--- src/rtl/chain_enum_pkg.sv ---
package chain_enum_pkg;

    localparam logic [7:0] CMD_CHAIN_RST = 8'h04;
    localparam logic [7:0] CMD_SELFTEST  = 8'h01;
    localparam logic [7:0] ADDR_ALL      = 8'h00;
    localparam logic [7:0] FILL_BYTE     = 8'h00;

    typedef enum logic [1:0] {
        PH_IDLE  = 2'd0,
        PH_CMD   = 2'd1,
        PH_POLL  = 2'd2,
        PH_COUNT = 2'd3
    } phase_e;

    typedef struct packed {
        phase_e     phase;
        logic       idx;
        logic [7:0] cmd;
        logic [7:0] rx0;
        logic       done;
        logic       tmo;
        logic       err;
        logic       valid;
        logic [7:0] count;
    } seq_state_t;

endpackage

--- src/rtl/enum_timer.sv ---
module enum_timer #(
    parameter int unsigned CLK_HZ = 100_000_000
) (
    input  logic clk,
    input  logic rst_n,
    input  logic load_i,
    input  logic run_i,
    output logic zero_o
);
    localparam longint unsigned LIMIT = (longint'(CLK_HZ) * 15) / 4;
    localparam int unsigned     CW    = $clog2(LIMIT + 1);

    logic [CW-1:0] cnt_d, cnt_q;

    always_comb begin
        cnt_d = cnt_q;
        if (load_i) begin
            cnt_d = CW'(LIMIT);
        end else if (run_i && (cnt_q != '0)) begin
            cnt_d = cnt_q - 1'b1;
        end
    end

    always_ff @(posedge clk or negedge rst_n) begin
        if (!rst_n) begin
            cnt_q <= '0;
        end else begin
            cnt_q <= cnt_d;
        end
    end

    assign zero_o = (cnt_q == '0);
endmodule

--- src/rtl/enum_echo_match.sv ---
module enum_echo_match
    import chain_enum_pkg::*;
(
    input  logic [7:0] pending_i,
    input  logic [7:0] first_i,
    input  logic [7:0] second_i,
    output logic       hit_o
);
    assign hit_o = (first_i == pending_i) && (second_i == ADDR_ALL);
endmodule

--- src/rtl/enum_tx_mux.sv ---
module enum_tx_mux
    import chain_enum_pkg::*;
(
    input  phase_e     phase_i,
    input  logic       idx_i,
    input  logic [7:0] cmd_i,
    output logic [7:0] tx_o
);
    always_comb begin
        unique case (phase_i)
            PH_CMD:  tx_o = idx_i ? ADDR_ALL : cmd_i;
            default: tx_o = FILL_BYTE;
        endcase
    end
endmodule

--- src/rtl/chain_enum_seq.sv ---
module chain_enum_seq
    import chain_enum_pkg::*;
#(
    parameter int unsigned CLK_HZ = 100_000_000
) (
    input  logic       clk,
    input  logic       rst_n,
    input  logic       start_i,
    output logic       busy_o,
    output logic       done_o,
    output logic       timeout_o,
    output logic       error_o,
    output logic       count_valid_o,
    output logic [7:0] chip_count_o,
    output logic       byte_req_o,
    output logic [7:0] byte_tx_o,
    output logic       byte_last_o,
    input  logic       byte_ack_i,
    input  logic [7:0] byte_rx_i,
    input  logic       byte_err_i
);
    seq_state_t s_d, s_q;
    logic       tmr_load;
    logic       tmr_zero;
    logic       echo_hit;
    logic       fire;

    enum_timer #(.CLK_HZ(CLK_HZ)) u_timer (
        .clk    (clk),
        .rst_n  (rst_n),
        .load_i (tmr_load),
        .run_i  (busy_o),
        .zero_o (tmr_zero)
    );

    enum_echo_match u_match (
        .pending_i (s_q.cmd),
        .first_i   (s_q.rx0),
        .second_i  (byte_rx_i),
        .hit_o     (echo_hit)
    );

    enum_tx_mux u_txmux (
        .phase_i (s_q.phase),
        .idx_i   (s_q.idx),
        .cmd_i   (s_q.cmd),
        .tx_o    (byte_tx_o)
    );

    assign busy_o        = (s_q.phase != PH_IDLE);
    assign byte_req_o    = busy_o;
    assign byte_last_o   = busy_o && s_q.idx;
    assign done_o        = s_q.done;
    assign timeout_o     = s_q.tmo;
    assign error_o       = s_q.err;
    assign count_valid_o = s_q.valid;
    assign chip_count_o  = s_q.count;
    assign fire          = byte_req_o && byte_ack_i;

    always_comb begin
        s_d      = s_q;
        s_d.done = 1'b0;
        tmr_load = 1'b0;
        if (s_q.phase == PH_IDLE) begin
            if (start_i) begin
                s_d.phase = PH_CMD;
                s_d.idx   = 1'b0;
                s_d.cmd   = CMD_CHAIN_RST;
                s_d.tmo   = 1'b0;
                s_d.err   = 1'b0;
                s_d.valid = 1'b0;
                s_d.count = 8'h00;
                tmr_load  = 1'b1;
            end
        end else if (fire && byte_err_i) begin
            s_d.phase = PH_IDLE;
            s_d.idx   = 1'b0;
            s_d.err   = 1'b1;
            s_d.done  = 1'b1;
        end else if (tmr_zero) begin
            s_d.phase = PH_IDLE;
            s_d.idx   = 1'b0;
            s_d.tmo   = 1'b1;
            s_d.done  = 1'b1;
        end else if (fire) begin
            unique case (s_q.phase)
                PH_CMD: begin
                    if (!s_q.idx) begin
                        s_d.idx = 1'b1;
                    end else begin
                        s_d.idx   = 1'b0;
                        s_d.phase = PH_POLL;
                    end
                end
                PH_POLL: begin
                    if (!s_q.idx) begin
                        s_d.rx0 = byte_rx_i;
                        s_d.idx = 1'b1;
                    end else begin
                        s_d.idx = 1'b0;
                        if (echo_hit) begin
                            if (s_q.cmd == CMD_CHAIN_RST) begin
                                s_d.phase = PH_CMD;
                                s_d.cmd   = CMD_SELFTEST;
                            end else begin
                                s_d.phase = PH_COUNT;
                            end
                        end
                    end
                end
                PH_COUNT: begin
                    if (!s_q.idx) begin
                        s_d.idx = 1'b1;
                    end else begin
                        s_d.idx   = 1'b0;
                        s_d.phase = PH_IDLE;
                        s_d.count = byte_rx_i;
                        s_d.valid = 1'b1;
                        s_d.done  = 1'b1;
                    end
                end
                default: s_d = s_q;
            endcase
        end
    end

    always_ff @(posedge clk or negedge rst_n) begin
        if (!rst_n) begin
            s_q <= '{phase: PH_IDLE, idx: 1'b0, cmd: 8'h00, rx0: 8'h00,
                     done: 1'b0, tmo: 1'b0, err: 1'b0, valid: 1'b0,
                     count: 8'h00};
        end else begin
            s_q <= s_d;
        end
    end
endmodule

--- config.mk ---
export PLATFORM = sky130hd
export DESIGN_NAME = chain_enum_seq
export DESIGN_NICKNAME = d
export VERILOG_FILES = /design/src/rtl/chain_enum_pkg.sv /design/src/rtl/enum_timer.sv /design/src/rtl/enum_echo_match.sv /design/src/rtl/enum_tx_mux.sv /design/src/rtl/chain_enum_seq.sv
export SDC_FILE = /design/constraint.sdc
export NUM_CORES = 1
export LEC_CHECK = 0
export BUFFER_PORTS_ARGS = -buffer_cell sky130_fd_sc_hd__buf_2
export CAP_MARGIN = 10
export CORE_MARGIN = 5
export CORE_UTILIZATION = 50
export CTS_BUF_LIST = sky130_fd_sc_hd__clkbuf_4
export CTS_CLUSTER_SIZE = 12
export DETAILED_ROUTE_END_ITERATION = 6
export PLACE_DENSITY = 0.67
export SYNTH_ARGS = -nofsm -noshare
export SYNTH_HDL_FRONTEND = slang
export SYNTH_HIERARCHICAL = 1
export SYNTH_SLANG_ARGS = --single-unit
--- constraint.sdc ---
create_clock -name clk -period 7.2 [get_ports clk]
set_clock_uncertainty 0.05 [all_clocks]
set_input_delay 1.44 -clock clk [delete_from_list [all_inputs] [get_ports clk]]
set_output_delay 1.44 -clock clk [all_outputs]
set_load 0.1 [all_outputs]
==> results_dict.tcl, run 1 <==
set metrics [dict create \
    outcome "completed" \
    power_switching_share_pct 53.85 \
    synth.yosys.seq_area_share_pct 43.53 \
    detail_route.wirelength.met1_mm 3.156 \
    finalSetupViolations 0 \
    worst_hold_path.endpoint "count_valid_o" \
    route.final.wire_length_mm 6.033 \
    postSynthAreaPerCell_sq_um 10.42 \
    dominantRegCellSynth "sky130_fd_sc_hd__dfrtp_1" \
    sequentialPowerShare_pct 34.3 \
    io_buffer_count 29 \
    post-route-period-util_pct 50.38 \
    timing.max_cap.violations 0 \
    floorplan_die_area_sq_mm 0.007885 \
    first_global_vias 2172 \
    worstPathBufferInverterCount 3 \
    static-leakage-power_nw 1.374 \
    layout.cells.most_common "sky130_fd_sc_hd__dfrtp_1" \
    cts_root_buffer "sky130_fd_sc_hd__clkbuf_4" \
    crit_arrival_ps 2140 \
    mostFrequentLayoutCells "54 x sky130_fd_sc_hd__dfrtp_1, 29 x sky130_fd_sc_hd__buf_2, 18 x sky130_fd_sc_hd__a21oi_1" \
    worst_slew_margin_rel_pct 40.16 \
    met2RoutedLength_mm 2.665 \
    ys_seq_elements 54 \
    fp.dieH_microns 88.80 \
    syn_to_final_growth_pct 7.537 \
    crit_path_start_kind "register" \
    tritoncts_clock_tree "done" \
    ir_worst_vdd_mv 0.3419 \
    worstHoldPathCells 1 \
    post_cts_setup_repair_bufs 0 \
    number_of_antenna_violations_at_the_first_check_in_global_routing 0 \
    drc_errors 0 \
    power.combinational.fraction_pct 54.9 \
    dr_wl_met3_microns 189 \
    final_critical_period_ps 3627 \
    worstMarginPinSlew_ps 896.6 \
    hold_viol_final 0 \
    worst_setup_path_end_kind "primary output" \
    reg2reg_from "s_q[29]" \
    initial_core_util_pct 51.82 \
    power_density_mw_per_mm2 367.9 \
    worst_r2r_endpoint "u_timer/cnt_q[17]" \
    worstPathRequired_ps 5710 \
    detail_route.wl_per_cell_microns 14.97 \
    fillCellCount 556 \
    dp_hpwl_mm 4.238 \
    dp.cells 395 \
    routabilityCongestion 0.7890 \
    crit_chain "inv_1, ha_1, inv_1, buf_2" \
    ys_warn_count 6 \
    power_report.internal_total_mw 0.5667 \
    rr_worst_depth 8 \
    grt_setup_unrepaired "false" \
    register_area_sq_mm 0.001351 \
    synthesis.area_sq_mm 0.003104 \
    route.detailed.vias_per_inst 5.715 \
    pin_count 36 \
    fmaxAchievable_mhz 275.7 \
    min_path_type "reg2reg" \
    asyncSetResetFlopFracSynth_pct 100.0 \
    tns_ps 0 \
    postCtsHoldBufs 0 \
    clkSinkCount 54 \
    antennaDiodeCount 0 \
    htree_levels 2 \
    final_layout_size_suffix_gt1_share_pct 25.00 \
    r2r_slack_ps 3830 \
    die_w_microns 88.80 \
    multi_input_area_sq_mm 0.001634 \
    grt-ovfl-total 0 \
    netSwitchingPower_mw 0.6613 \
    maximum_fanout_encountered_on_the_critical_timing_path 13 \
    first_pass_iters 4 \
    cts-resized-gates 0 \
    clk_latency_ps 370 \
    antenna_violating_nets_post_route 0 \
    design.core.area_sq_mm 0.005991 \
    grt_first_pass_wirelength_mm 10.32 \
    edff_count_synth 0 \
    critPathMostFrequentCell "sky130_fd_sc_hd__inv_1" \
    worst_setup_hold_path_clk_slew_ps 150 \
    synth_cell_types 57 \
    critical-path-slowest-cell "sky130_fd_sc_hd__dfrtp_1" \
    iter_0_drt_violations 67 \
    timing_worst_setup_path_type "reg2out" \
    route.vias.total 2303 \
    cts-buffers-inserted 5 \
    clkPwrFrac_pct 10.8 \
    critPathMaxStageDelay_ps 550 \
    finalMaxSlewViolations 0 \
    design.final.nets 346 \
    top_signal_layer_used "met4" \
    timing.critical_path.max_delay_family "buffers and inverters" \
    grtUsageTotal_pct 16.37 \
    core_rows 28 \
    clk_path_buf_depth 2 \
    hold_path_startpoint "count_valid_o" \
    post_synth_inst_count 298 \
    postLayoutCoreUtil_pct 55.72 \
    finish.cell_count_without_fillers 403 \
    grt_start_max_net_pins 55 \
]
## kinds of logic (layout without fill, tap and decap cells)
family	Yosys count	in the layout	synth area share (%)
compound gates	65	65	14.87
other cells	1	12	0.1208
buf+inv	32	51	5.159
simple gates	112	112	25.11
xor+xnor	16	16	4.514
fa+ha+maj	6	6	2.418
mux	12	12	4.273
flops	54	54	43.53
## sequential cells by signal, summed over array words and instances, names as in the netlist
name,flops
chip_count_o,8
count_valid_o,1
done_o,1
error_o,1
s_q,13
timeout_o,1
u_timer/cnt_q,29
## area by class of cell
| class | count | share of cell area (%) |
|---|---|---|
| Multi-Input combinational cell | 223 | 48.95 |
| Sequential cell | 54 | 40.48 |
| Clock inverter | 3 | 0.4873 |
| Clock buffer | 5 | 1.124 |
| Inverter | 12 | 1.349 |
| Timing Repair Buffer | 31 | 4.798 |
| Tap cell | 75 | 2.811 |
## worst max path at each step
stage,from,endpoint,slack [ps],cells past startpoint
floorplan,s_q[29],byte_last_o,3540,3
global placement,s_q[29],u_timer/cnt_q[17],4050,8
detailed placement,s_q[29],u_timer/cnt_q[17],3830,8
CTS,s_q[29],byte_req_o,3550,4
global route,s_q[30],byte_last_o,3430,4
finish,s_q[29],byte_req_o,3570,4
## through the flow
stage	setup WS, ps	area, sq um	hold slack [ps]	power (mW)
floorplan	3540	3146	422.1	1.029
global placement	4049	3284	412.2	1.091
detailed placement	3832	3284	415.5	1.102
CTS	3547	3338	449.9	1.237
global route	3425	3338	474.7	1.303
finish	3573	3338	448.7	1.228
## cell usage after synthesis (4+ instances only)
cell / number / share of area (%)
sky130_fd_sc_hd__a21oi_1: 18 / 2.9
sky130_fd_sc_hd__a22o_2: 8 / 2.6
sky130_fd_sc_hd__and4bb_2: 8 / 3.2
sky130_fd_sc_hd__buf_4: 10 / 2.4
sky130_fd_sc_hd__clkbuf_1: 8 / 0.97
sky130_fd_sc_hd__dfrtp_1: 54 / 44
sky130_fd_sc_hd__ha_1: 6 / 2.4
sky130_fd_sc_hd__inv_1: 12 / 1.5
sky130_fd_sc_hd__mux2_2: 10 / 3.6
sky130_fd_sc_hd__nand2_1: 10 / 1.2
sky130_fd_sc_hd__nand2b_1: 8 / 1.6
sky130_fd_sc_hd__nor2_1: 13 / 1.6
sky130_fd_sc_hd__nor2b_1: 4 / 0.81
sky130_fd_sc_hd__nor3_1: 10 / 1.6
sky130_fd_sc_hd__nor4_1: 8 / 1.6
sky130_fd_sc_hd__nor4_2: 4 / 1.6
sky130_fd_sc_hd__o21ai_0: 9 / 1.5
sky130_fd_sc_hd__o31ai_1: 5 / 1.2
sky130_fd_sc_hd__or3_1: 16 / 3.2
sky130_fd_sc_hd__or4_1: 10 / 2.4
sky130_fd_sc_hd__xnor2_1: 9 / 2.5
sky130_fd_sc_hd__xor2_1: 7 / 2.0
## power by group through the flow
stage	Sequential [mW]	Clock, mW	Combinational [mW]
global placement	0.422	0	0.669
floorplan	0.465	0	0.565
finish	0.421	0.132	0.675
global route	0.432	0.148	0.722
detailed placement	0.427	0	0.675
CTS	0.421	0.139	0.677
## per-layer routing
metal / global-route usage (%) / up-vias
met5: 0 / -
met4: 3.709 / 0
met3: 3.259 / 3
met2: 24.76 / 31
met1: 24.22 / 1114
li1: - / 1155
Power figures use the tool's default switching activity.
==> inputs of run 2 (changes only) <==
--- a/config.mk
+++ b/config.mk
@@ -12,7 +12,7 @@
 export CTS_BUF_LIST = sky130_fd_sc_hd__clkbuf_4
 export CTS_CLUSTER_SIZE = 12
 export DETAILED_ROUTE_END_ITERATION = 6
-export PLACE_DENSITY = 0.67
+export PLACE_DENSITY = 0.7
 export SYNTH_ARGS = -nofsm -noshare
 export SYNTH_HDL_FRONTEND = slang
 export SYNTH_HIERARCHICAL = 1
==> constraint.sdc (replaced) <==
create_clock -name clk -period 3.1 [get_ports clk]
set_clock_uncertainty 0.05 [all_clocks]
set_input_delay 0.62 -clock clk [delete_from_list [all_inputs] [get_ports clk]]
set_output_delay 0.62 -clock clk [all_outputs]
set_load 0.1 [all_outputs]
==> results_dict.tcl, run 2 (synthesis gave the netlist of run 1 again) <==
set metrics [dict create \
    crit_path_start_kind "register" \
    power.total_mw 2.921 \
    design.final.nets 352 \
    antenna_violating_nets_post_route 0 \
    tritoncts_clock_tree "done" \
    grt-ovfl-total 0 \
    netSwitchingPower_mw 1.576 \
    reg2reg_from "u_timer/cnt_q[16]" \
    clkSinkCount 54 \
    syn_to_final_growth_pct 9.794 \
    post-route-period-util_pct 94.05 \
    sequentialPowerShare_pct 33.5 \
    rr_worst_depth 6 \
    use_met2_pct 25.71 \
    finalMaxSlewViolations 0 \
    worstMarginPinSlew_ps 924.7 \
    outcome "completed" \
    grtUsageTotal_pct 17.71 \
    static-leakage-power_nw 1.401 \
    mostFrequentLayoutCells "53 x sky130_fd_sc_hd__dfrtp_1, 29 x sky130_fd_sc_hd__buf_2, 18 x sky130_fd_sc_hd__a21oi_1" \
    post-route-cell-area_sq_mm 0.003408 \
    r2r_slack_ps 180 \
    worst_setup_hold_path_clk_slew_ps 170 \
    cts-resized-gates 0 \
    power.combinational.fraction_pct 54.7 \
    pin_count 36 \
    iter_0_drt_violations 121 \
    worst_slack_ps 184.3 \
    crit_arrival_ps 3160 \
    grt_setup_unrepaired "false" \
    worst_setup_path_end_kind "register" \
    number_of_antenna_violations_at_the_first_check_in_global_routing 0 \
    route.vias.total 2408 \
    largest_register_ff_count 29 \
    antennaDiodeCount 0 \
    min_path_type "in2async" \
    die_w_microns 88.80 \
    worstPathRequired_ps 3340 \
    worst_slew_margin_rel_pct 38.28 \
    clkPwrFrac_pct 11.8 \
    timing.max_cap.violations 0 \
    postCtsHoldBufs 0 \
    critPathLaunch "u_timer/cnt_q[16]" \
    postLayoutCoreUtil_pct 56.89 \
    floorplan_die_area_sq_mm 0.007885 \
    met3_grt_util_pct 4.190 \
    dp_hpwl_mm 4.575 \
    io_buffer_count 29 \
    finalSetupViolations 0 \
    tns_ps 0 \
    grt.busiest_layer "met1" \
    timing_worst_setup_path_type "reg2reg" \
    grt_start_max_net_pins 33 \
    layout.cells.most_common "sky130_fd_sc_hd__dfrtp_1" \
    hold_viol_final 0 \
    grt_first_pass_wirelength_mm 11.01 \
    design.core.area_sq_mm 0.005991 \
    initial_core_util_pct 51.82 \
    power_density_mw_per_mm2 856.9 \
    maximum_fanout_encountered_on_the_critical_timing_path 9 \
    post_dp_cell_area_sq_mm 0.003346 \
    final_critical_period_ps 2916 \
    power_switching_share_pct 53.98 \
    detail_route.wl_per_cell_microns 15.71 \
    max_flop_register "u_timer/cnt_q" \
    routabilityCongestion 0.8569 \
    htree_levels 2 \
    groute.layer.met1.usage_pct 26.51 \
    post_cts_setup_repair_bufs 0 \
    core_rows 28 \
    drc_errors 0 \
    power_report.internal_total_mw 1.344 \
    clk_path_buf_depth 2 \
    first_global_vias 2266 \
    ir_worst_vdd_mv 0.9465 \
    fp.dieH_microns 88.80 \
    fmaxAchievable_mhz 343.0 \
    clk_latency_ps 400 \
    fillCellCount 502 \
    cts-buffers-inserted 5 \
    route.final.wire_length_mm 6.424 \
    final_layout_size_suffix_gt1_share_pct 27.84 \
    pre_cts_ws_ps 237.8 \
    worst_r2r_endpoint "s_q[28]" \
    cts_root_buffer "sky130_fd_sc_hd__clkbuf_4" \
    first_pass_iters 5 \
    route.detailed.vias_per_inst 5.888 \
]
-- run 2: cell count changes in the layout (fill, tap and decap cells not counted), sizes merged --
cell,previous run,this run
clkinv,2,1
clkinvlp,1,2
buf,31,37
-- run 2: area by class of cell --
| cell class | count | area (sq um) | area share [%] |
|---|---|---|---|
| flip-flops and latches | 54 | 1353 | 39.68 |
| repair buffers | 37 | 205.2 | 6.021 |
| clock buffers | 5 | 37.54 | 1.101 |
| inverters | 12 | 48.80 | 1.432 |
| multi-input cells | 223 | 1645 | 48.27 |
| well taps | 75 | 93.84 | 2.753 |
| clock inverters | 3 | 25.02 | 0.7342 |
-- run 2: metal layers --
layer / share of wire (%) / vias up
met5: 0 / -
met4: 1.1 / 0
met3: 5.0 / 6
met2: 45 / 60
met1: 49 / 1168
li1: - / 1174
-- run 2: worst max path at each step --
stage,end,slack [ps],depth (start not counted)
after floorplan,u_timer/cnt_q[7],8,9
after global placement,s_q[28],290,6
after detailed placement,s_q[17],240,7
after CTS,s_q[28],200,6
after global routing,s_q[28],8,6
final,s_q[28],180,6
-- run 2: critical path: stages (launching register included) --
cell,delay (ps)
sky130_fd_sc_hd__dfrtp_1,460
sky130_fd_sc_hd__or4_4,580
sky130_fd_sc_hd__or3_1,470
sky130_fd_sc_hd__nor4_2,430
sky130_fd_sc_hd__inv_1,80
sky130_fd_sc_hd__o221ai_1,360
sky130_fd_sc_hd__mux2_2,380
-- run 2: power by group through the flow --
stage	Combinational, mW	Sequential, mW	Clock, mW
global route	1.71	1.00	0.390
CTS	1.60	0.980	0.354
finish	1.60	0.979	0.344
global placement	1.58	0.986	0
detailed placement	1.60	0.994	0
floorplan	1.33	1.08	0
-- run 2: through the flow --
stage               std cells  hold slack (ps)
floorplan                 309            274.4
global placement          401            410.5
detailed placement        401            416.4
CTS                       409            20.68
global route              409            15.99
finish                    409            23.31
==> inputs of run 3 (changes only) <==
--- a/config.mk
+++ b/config.mk
@@ -12,6 +12,7 @@
 export CTS_BUF_LIST = sky130_fd_sc_hd__clkbuf_4
 export CTS_CLUSTER_SIZE = 12
 export DETAILED_ROUTE_END_ITERATION = 6
+export MAX_ROUTING_LAYER = met4
 export PLACE_DENSITY = 0.7
 export SYNTH_ARGS = -nofsm -noshare
 export SYNTH_HDL_FRONTEND = slang
==> results_dict.tcl, run 3 (synthesis gave the netlist of run 1 again) <==
set metrics [dict create \
    route.vias.total 2404 \
    crit_chain "or4_4, or3_1, nor4_2, inv_1, o221ai_1, mux2_2" \
    worst_slack_ps 186.9 \
    die_w_microns 88.80 \
    design.final.nets 352 \
    power_density_mw_per_mm2 857.1 \
    fillCellCount 502 \
    maximum_fanout_encountered_on_the_critical_timing_path 9 \
    timing.max_cap.violations 0 \
    worstMarginPinSlew_ps 941.3 \
    min_path_type "in2async" \
    grt-ovfl-total 0 \
    detail_route.wirelength.met1_mm 3.151 \
    route.detailed.vias_per_inst 5.878 \
    worstPathRequired_ps 3350 \
    routabilityCongestion 0.8706 \
    iter_0_drt_violations 119 \
    io_buffer_count 29 \
    post_cts_setup_repair_bufs 0 \
    antennaDiodeCount 0 \
    tritoncts_clock_tree "done" \
    critical-path-slowest-cell "sky130_fd_sc_hd__or4_4" \
    final_layout_size_suffix_gt1_share_pct 27.84 \
    tns_ps 0 \
    critPathMaxStageDelay_ps 580 \
    initial_core_util_pct 51.82 \
    grt_setup_unrepaired "false" \
    drc_errors 0 \
    antenna_violating_nets_post_route 0 \
    largest_register_ff_count 29 \
    worstPathBufferInverterCount 1 \
    first_pass_iters 4 \
    detail_route.wl_per_cell_microns 15.68 \
    floorplan_die_area_sq_mm 0.007885 \
    hold_viol_final 0 \
    pin_count 36 \
    layout.cells.most_common "sky130_fd_sc_hd__dfrtp_1" \
    worst_setup_hold_path_clk_slew_ps 170 \
    clk_latency_ps 400 \
    final_critical_period_ps 2913 \
    post-route-period-util_pct 93.97 \
    mostFrequentLayoutCells "53 x sky130_fd_sc_hd__dfrtp_1, 29 x sky130_fd_sc_hd__buf_2, 18 x sky130_fd_sc_hd__a21oi_1" \
    number_of_antenna_violations_at_the_first_check_in_global_routing 0 \
    finalMaxSlewViolations 0 \
    timing.critical_path.max_delay_family "simple AND/OR/NAND/NOR gates" \
    syn_to_final_growth_pct 9.794 \
    clkSinkCount 54 \
    finalSetupViolations 0 \
    cts-buffers-inserted 5 \
    first_global_vias 2271 \
    grt_first_pass_wirelength_mm 11.00 \
    dr_wl_met3_microns 325 \
    crit_cells 6 \
    dp_hpwl_mm 4.575 \
    cts_root_buffer "sky130_fd_sc_hd__clkbuf_4" \
    worst_setup_path_end_kind "register" \
    rr_worst_depth 6 \
    route.final.wire_length_mm 6.414 \
    ir_worst_vdd_mv 0.9467 \
    fp.dieH_microns 88.80 \
    htree_levels 2 \
    core_rows 28 \
    timing_worst_setup_path_type "reg2reg" \
    clk_path_buf_depth 2 \
    grt_start_max_net_pins 33 \
    static-leakage-power_nw 1.401 \
    postCtsHoldBufs 0 \
    crit_arrival_ps 3160 \
    cts-resized-gates 0 \
    met2RoutedLength_mm 2.871 \
    grtUsageTotal_pct 18.19 \
    fmaxAchievable_mhz 343.3 \
    max_flop_register "u_timer/cnt_q" \
    crit_path_start_kind "register" \
    pre_cts_ws_ps 237.8 \
    design.core.area_sq_mm 0.005991 \
    outcome "completed" \
    top_signal_layer_used "met4" \
    worst_slew_margin_rel_pct 37.18 \
]
[run 3: path summary, 6_finish.rpt]
kind	from	end	slack (ps)
max in group asynchronous	rst_n	u_timer/cnt_q[11]	2260
hold reg to reg	count_valid_o	count_valid_o	450
setup reg to reg	u_timer/cnt_q[16]	s_q[28]	190
min in group clk	start_i	error_o	410
hold / removal	rst_n	u_timer/cnt_q[15]	20
setup / recovery	u_timer/cnt_q[16]	s_q[28]	190
[run 3: where the power goes]
group	total, mW	internal, mW	leakage, nW	switching [mW]
clock network	0.344	0.0931	0.0318	0.251
registers	0.979	0.851	0.666	0.127
logic	1.60	0.400	0.703	1.20
[run 3: layout make-up]
cell class                 instances  area, sq um  area share [%]
tap                               75        93.84           2.753
clock inverter                     3        25.02          0.7342
multi-input combinational        223         1645           48.27
clock buffer                       5        37.54           1.101
inverter                          12        48.80           1.432
sequential                        54         1353           39.68
timing repair buffer              37        205.2           6.021
[run 3: worst reg2reg max path, stage by stage (launching register included)]
cell and delay (ps):
sky130_fd_sc_hd__dfrtp_1 460, sky130_fd_sc_hd__or4_4 580, sky130_fd_sc_hd__or3_1 480, sky130_fd_sc_hd__nor4_2 440, sky130_fd_sc_hd__inv_1 80, sky130_fd_sc_hd__o221ai_1 360
sky130_fd_sc_hd__mux2_2 380
[run 3: per-layer routing]
| metal | vias up | GRT usage, % |
|---|---|---|
| met2 | 57 | 25.91 |
| met1 | 1167 | 26.28 |
| met4 | 0 | 4.533 |
| met3 | 6 | 4.004 |
| met5 | - | - |
| li1 | 1174 | - |
[run 3: stage by stage]
step | instances | util (%) | instance area, sq um | total power, mW | hold slack [ps]
floorplan | 309 | - | 3166 | 2.406 | 274.4
global placement | 401 | 55.85 | 3346 | 2.569 | 410.5
detailed placement | 401 | 55.85 | 3346 | 2.592 | 416.4
CTS | 409 | 56.89 | 3408 | 2.936 | 20.68
global route | 409 | 56.89 | 3408 | 3.094 | 15.99
finish | 409 | 56.89 | 3408 | 2.921 | 23.71
